===== src/rtl/tlp_pack_pkg.sv =====
package tlp_pack_pkg;

  // Position of a beat inside one packet.
  typedef enum logic [1:0] {
    BEAT_HDR01 = 2'd0,
    BEAT_HDR23 = 2'd1,
    BEAT_TAIL  = 2'd2
  } beat_idx_e;

  // Number of header dwords the request port carries.
  localparam int unsigned HDR_SLOTS = 4;

endpackage


===== src/rtl/tlp_req_capture.sv =====
module tlp_req_capture #(
  parameter int unsigned DW = 32
) (
  input  logic                                     clk,
  input  logic                                     load,
  input  logic                                     fmt4_in,
  input  logic                                     odd_in,
  input  logic [tlp_pack_pkg::HDR_SLOTS*DW-1:0]    hdr_in,
  input  logic [DW-1:0]                            data_in,
  output logic                                     fmt4_q,
  output logic                                     odd_q,
  output logic [tlp_pack_pkg::HDR_SLOTS*DW-1:0]    hdr_q,
  output logic [DW-1:0]                            data_q
);
  localparam int unsigned NSLOT = tlp_pack_pkg::HDR_SLOTS;

  // One register per header dword, written only when a request is taken.
  for (genvar k = 0; k < NSLOT; k++) begin : g_hdr
    always_ff @(posedge clk) begin
      if (load) hdr_q[k*DW +: DW] <= hdr_in[k*DW +: DW];
    end
  end

  always_ff @(posedge clk) begin
    if (load) begin
      fmt4_q <= fmt4_in;
      odd_q  <= odd_in;
      data_q <= data_in;
    end
  end
endmodule


===== src/rtl/tlp_beat_compose.sv =====
module tlp_beat_compose #(
  parameter int unsigned DW = 32
) (
  input  tlp_pack_pkg::beat_idx_e                  idx,
  input  logic                                     fmt4,
  input  logic                                     odd,
  input  logic [tlp_pack_pkg::HDR_SLOTS*DW-1:0]    hdr,
  input  logic [DW-1:0]                            data,
  output logic [DW-1:0]                            lo,
  output logic [DW-1:0]                            hi,
  output logic                                     last
);
  import tlp_pack_pkg::*;
  localparam int unsigned NSLOT = HDR_SLOTS;
  localparam logic [DW-1:0] FILL = '0;

  logic [DW-1:0] hw [NSLOT];
  for (genvar k = 0; k < NSLOT; k++) begin : g_split
    assign hw[k] = hdr[k*DW +: DW];
  end

  always_comb begin
    lo   = FILL;
    hi   = FILL;
    last = 1'b0;
    case (idx)
      BEAT_HDR01: begin
        lo = hw[0];
        hi = hw[1];
      end
      BEAT_HDR23: begin
        lo   = hw[2];
        hi   = fmt4 ? hw[3] : (odd ? data : FILL);
        last = !fmt4 && odd;
      end
      BEAT_TAIL: begin
        // The short-header odd case never reaches this beat.
        lo   = odd ? FILL : data;
        hi   = odd ? data : FILL;
        last = 1'b1;
      end
      default: begin
        lo   = FILL;
        hi   = FILL;
        last = 1'b0;
      end
    endcase
  end
endmodule


===== src/rtl/tlp_beat_sequencer.sv =====
module tlp_beat_sequencer #(
  parameter int unsigned DW = 32
) (
  input  logic                     clk,
  input  logic                     rst,
  input  logic                     start,
  input  logic [DW-1:0]            lo_in,
  input  logic [DW-1:0]            hi_in,
  input  logic                     last_in,
  input  logic                     beat_ready,
  output tlp_pack_pkg::beat_idx_e  next_idx,
  output logic                     beat_valid,
  output logic [DW-1:0]            beat_lo,
  output logic [DW-1:0]            beat_hi,
  output logic                     beat_lo_we,
  output logic                     beat_hi_we,
  output logic                     beat_last
);
  import tlp_pack_pkg::*;

  beat_idx_e idx_q;
  logic      fire;
  logic      advance;
  logic      load;

  assign fire     = beat_valid && beat_ready;
  assign advance  = fire && !beat_last;
  assign load     = start || advance;
  assign next_idx = start ? BEAT_HDR01 : beat_idx_e'(idx_q + 2'd1);

  always_ff @(posedge clk) begin
    if (rst) begin
      beat_valid <= 1'b0;
      beat_lo    <= '0;
      beat_hi    <= '0;
      beat_lo_we <= 1'b0;
      beat_hi_we <= 1'b0;
      beat_last  <= 1'b0;
      idx_q      <= BEAT_HDR01;
    end else if (load) begin
      beat_valid <= 1'b1;
      beat_lo    <= lo_in;
      beat_hi    <= hi_in;
      beat_lo_we <= 1'b1;
      beat_hi_we <= 1'b1;
      beat_last  <= last_in;
      idx_q      <= next_idx;
    end else if (fire) begin
      beat_valid <= 1'b0;
      beat_lo    <= '0;
      beat_hi    <= '0;
      beat_lo_we <= 1'b0;
      beat_hi_we <= 1'b0;
      beat_last  <= 1'b0;
    end
  end
endmodule


===== src/rtl/tlp_qword_packer.sv =====
module tlp_qword_packer #(
  parameter int unsigned DW = 32
) (
  input  logic                                   clk,
  input  logic                                   rst,
  input  logic                                   req_valid,
  output logic                                   req_ready,
  input  logic                                   req_fmt4,
  input  logic                                   req_qw_odd,
  input  logic [tlp_pack_pkg::HDR_SLOTS*DW-1:0]  req_hdr,
  input  logic [DW-1:0]                          req_data,
  input  logic                                   beat_ready,
  output logic                                   beat_valid,
  output logic [DW-1:0]                          beat_lo,
  output logic [DW-1:0]                          beat_hi,
  output logic                                   beat_lo_we,
  output logic                                   beat_hi_we,
  output logic                                   beat_last
);
  import tlp_pack_pkg::*;
  localparam int unsigned HW = HDR_SLOTS * DW;

  logic            accept;
  logic            fmt4_q, odd_q;
  logic [HW-1:0]   hdr_q;
  logic [DW-1:0]   data_q;
  logic            fmt4_s, odd_s;
  logic [HW-1:0]   hdr_s;
  logic [DW-1:0]   data_s;
  logic [DW-1:0]   lo_n, hi_n;
  logic            last_n;
  beat_idx_e       idx_n;

  assign req_ready = !beat_valid;
  assign accept    = req_valid && req_ready;

  tlp_req_capture #(.DW(DW)) u_cap (
    .clk     (clk),
    .load    (accept),
    .fmt4_in (req_fmt4),
    .odd_in  (req_qw_odd),
    .hdr_in  (req_hdr),
    .data_in (req_data),
    .fmt4_q  (fmt4_q),
    .odd_q   (odd_q),
    .hdr_q   (hdr_q),
    .data_q  (data_q)
  );

  // The first beat is built straight from the port; later beats from the copy.
  assign fmt4_s = accept ? req_fmt4   : fmt4_q;
  assign odd_s  = accept ? req_qw_odd : odd_q;
  assign hdr_s  = accept ? req_hdr    : hdr_q;
  assign data_s = accept ? req_data   : data_q;

  tlp_beat_compose #(.DW(DW)) u_comp (
    .idx  (idx_n),
    .fmt4 (fmt4_s),
    .odd  (odd_s),
    .hdr  (hdr_s),
    .data (data_s),
    .lo   (lo_n),
    .hi   (hi_n),
    .last (last_n)
  );

  tlp_beat_sequencer #(.DW(DW)) u_seq (
    .clk        (clk),
    .rst        (rst),
    .start      (accept),
    .lo_in      (lo_n),
    .hi_in      (hi_n),
    .last_in    (last_n),
    .beat_ready (beat_ready),
    .next_idx   (idx_n),
    .beat_valid (beat_valid),
    .beat_lo    (beat_lo),
    .beat_hi    (beat_hi),
    .beat_lo_we (beat_lo_we),
    .beat_hi_we (beat_hi_we),
    .beat_last  (beat_last)
  );
endmodule


===== config.mk =====
export PLATFORM = sky130hd
export DESIGN_NAME = tlp_qword_packer
export DESIGN_NICKNAME = d
export VERILOG_FILES = /design/src/rtl/tlp_pack_pkg.sv /design/src/rtl/tlp_req_capture.sv /design/src/rtl/tlp_beat_compose.sv /design/src/rtl/tlp_beat_sequencer.sv /design/src/rtl/tlp_qword_packer.sv
export SDC_FILE = /design/constraint.sdc
export NUM_CORES = 1
export LEC_CHECK = 0
export CELL_PAD_IN_SITES_DETAIL_PLACEMENT = 0
export CELL_PAD_IN_SITES_GLOBAL_PLACEMENT = 1
export CORE_UTILIZATION = 52
export CTS_CLUSTER_DIAMETER = 120
export DETAILED_ROUTE_END_ITERATION = 10
export DONT_BUFFER_PORTS = 1
export GPL_ROUTABILITY_DRIVEN = 0
export PLACE_DENSITY = 0.94
export SLEW_MARGIN = 20
export SYNTH_ARGS = -nofsm -noshare
export SYNTH_HDL_FRONTEND = slang
export SYNTH_SLANG_ARGS = --single-unit

===== constraint.sdc =====
create_clock -name clk -period 6.5 [get_ports clk]
set_input_delay 1.95 -clock clk [delete_from_list [all_inputs] [get_ports clk]]
set_output_delay 1.95 -clock clk [all_outputs]
set_load 0.02 [all_outputs]

==> metrics.md <==
| Metric | Value |
|---|---|
| # nets final | 1405 |
| DP Wirelength | 19.2 mm |
| CTS tree | done |
| Die H | 153 um |
| Clock Path Buffers | 3 |
| Synth area leader | edfxtp_1 |
| TritonCTS buffer count | 26 |
| Max Clk Rate | 235 MHz |
| Max cap viols | 0 |
| RSZ-0062 raised after global routing | false |
| Initial antenna violation count | 0 |
| H-tree Lvls | 1 |
| Hold-fix buffers at CTS | 0 |
| Max FO, Critical Path | 170 |
| Initial DRC count | 832 |
| First-pass GRT wire length | 49.3 mm |
| Rows | 54 |
| Synth top area cells | edfxtp_1 (32%), nand2_1 (17%), dfxtp_1 (17%), a221oi_2 (4.2%), nand3b_1 (4.0%) |
| Placement Setup Slack | 1.70 ns |
| Syn Inst Count | 1319 |
| Period utilization | 65.6% |
| P per Cell Area | 299 nW/um^2 |
| Die area | 23500 um^2 |
| DRC Markers | 0 |
| Initial DRT Pass Iterations | 9 |
| GRT overflow | 0 |
| TNS Setup | 0 ns |
| Seq/Total Area, Yosys | 49.5% |
| Min-delay src | u_cap.data_q[0] |
| Slew headroom | 25.9% |
| Final WS setup | 2.24 ns |
| Worst EP arrival | 4.68 ns |
| Min-Delay Path Class | flip-flop to flip-flop |
| Synth Cell Area | 11900 um^2 |
| Final Max Slew Viols | 0 |
| Critical-path cell with the highest stage delay | inv_8 |
| DP Cell Count | 1487 |
| Worst path cell trace | nand2b_4, inv_8, buf_4, nand2_1, nand2_1, a222oi_1, a221oi_1 |
| # IOs | 235 |
| Vias/cell | 6.20 |
| Syn nets | 1489 |
| Peak supply drop | 0.219 mV |
| Startpoint types | primary input |
| Leak pwr | 4.85 nW |
| Yosys cell types | 34 |
| Largest net degree at the start of global routing | 171 |
| Vias in the first global route | 9025 |
| Post-synth top area share | 32.3% |
| ANT nets after route | 0 |
| Number of gates resized after cts | 0 |
| Design Power | 3.77 mW |
| Layout cells sized above 1 | 7.25% |
| CP delay by family, top | buffers and inverters |
| Min cycle time layout | 4.26 ns |
| Root Driver | clkbuf_16 |
| Setup Skew | 0.0178 ns |
| Crit Path Class | primary input to flip-flop |
| WP buf/inv | 2 |
| Synth-to-Final Area Change | 6.06% |
| Worst-path clk slew | 0.06 ns |
| Port buffer count | 0 |
| Total track usage | 26.3% |
| Final WL | 31.7 mm |
| Final Hold Viols | 0 |
| Synthesis-stage register bit count | 230 |
| WL per Instance | 20.6 um |
| Setup repair bufs after CTS | 0 |
| Mapped Avg Cell Area | 9.01 um^2 |
| Crit path required time | 6.92 ns |
| Worst-margin pin slew | 1.11 ns |
| Die X | 153 um |
| Status | complete, no violations |
| CP peak stage delay | 0.89 ns |
| Initial Utilization | 53.8% |
| Vias post-DR | 9517 |
| Reg-to-reg critical path startpoint | u_seq.beat_valid |
| CP Capture Type | flip-flop |
| Non-Filler Instances | 1535 |
| Synth warn | 0 |
| Diodes inserted | 0 |
| Filler Cells Inserted | 1941 |
| CTS sink count | 230 |
| Core area | 22100 um^2 |
| # setup viols final | 0 |
| Most used cell along the critical path | nand2_1 |
| Clock Latency Late Sink | 0.54 ns |
| Worst setup startpoint | req_valid |
==> path summary, 6_finish.rpt <==
kind	slack (ns)	end	cells past startpoint
worst min register to register	0.46	u_cap.data_q[0]	2
worst min-delay path	0.46	u_cap.data_q[0]	2
worst max-delay path	2.24	u_seq.beat_lo[1]	7
worst max register to register	2.53	u_seq.beat_hi[0]	8
==> synth_stat cells, drive strengths merged <==
cell type,instances
o221ai,1
a311oi,32
a22oi,32
and3,32
o21a,1
dfxtp,102
nor3b,2
inv,5
a21oi,67
or3,32
ha,4
nor2,5
a222oi,32
buf,65
or2,1
nand2b,2
mux2i,33
a221oi,64
edfxtp,128
mux2,1
xor2,2
nand2,552
nor3,1
clkbuf,59
nand3b,64
==> metal layers <==
metal	wire length, um	vias up	part of all wire (%)	GRT usage [%]
met5	0	-	0	0
met4	876	0	2.8	7.70
li1	-	4551	-	-
met2	15600	377	49	44.9
met1	12200	4532	39	32.0
met3	2990	57	9.4	7.83
==> per-stage QoR <==
stage / hold slack, ns / area (um^2) / utilization, %
after detailed placement: 0.452 / 11800 / 53.4
after global routing: 0.500 / 12600 / 57.1
after CTS: 0.461 / 12600 / 57.0
after floorplan: 0.441 / 11900 / -
final: 0.460 / 12600 / 57.1
after global placement: 0.451 / 11800 / 53.4
==> cell usage in the layout (no fill, tap or decap), types with 4 or more instances in the layout <==
cell type,n
nand3b_1,64
clkbuf_16,27
buf_4,10
nor2_1,4
and3_1,32
mux2i_1,33
dfxtp_1,101
clkbuf_8,4
a21oi_1,66
clkbuf_1,11
a311oi_1,32
a222oi_1,32
clkinv_2,4
a22oi_1,32
edfxtp_1,128
a221oi_2,33
or3_1,32
nand2_1,552
inv_1,4
a221oi_1,31
==> final cells by class <==
cell class	instances	area [um^2]	share of cell area (%)
well taps	280	350	2.78
repair buffers	12	115	0.913
inverters	5	26.3	0.208
clock inverters	6	30.0	0.238
clock buffers	42	772	6.12
multi-input cells	960	5420	43.0
flip-flops and latches	230	5890	46.7
==> logic make-up after synthesis <==
family,synth area share (%)
simple gates,25.4
flops,49.5
compound gates,16.5
buf+inv,5.08
mux,2.91
fa+ha+maj,0.421
xor+xnor,0.147
==> state kept, by name, summed over array words and instances (netlist names) <==
name,flops
u_cap.hdr_q,128
u_cap.data_q,32
u_seq.beat_hi,32
u_seq.beat_lo,32
u_seq.idx_q,2
u_cap.fmt4_q,1
u_cap.odd_q,1
u_seq.beat_last,1
u_seq.beat_valid,1
==> worst reg2reg max path, stage by stage (launching register included) <==
cell and delay [ns]:
dfxtp_1 0.93, nand2b_4 0.72, nand2_1 0.29, inv_1 0.15
ha_2 0.63, buf_4 0.45, a21oi_1 0.12, or3_1 0.33
a221oi_1 0.24
==> report_power, final <==
group | switching [mW] | internal, mW
Clock | 0.585 | 0.809
Sequential | 0.126 | 1.67
Combinational | 0.365 | 0.216
Total | 1.08 | 2.69
(Power assumes the default switching activity.)
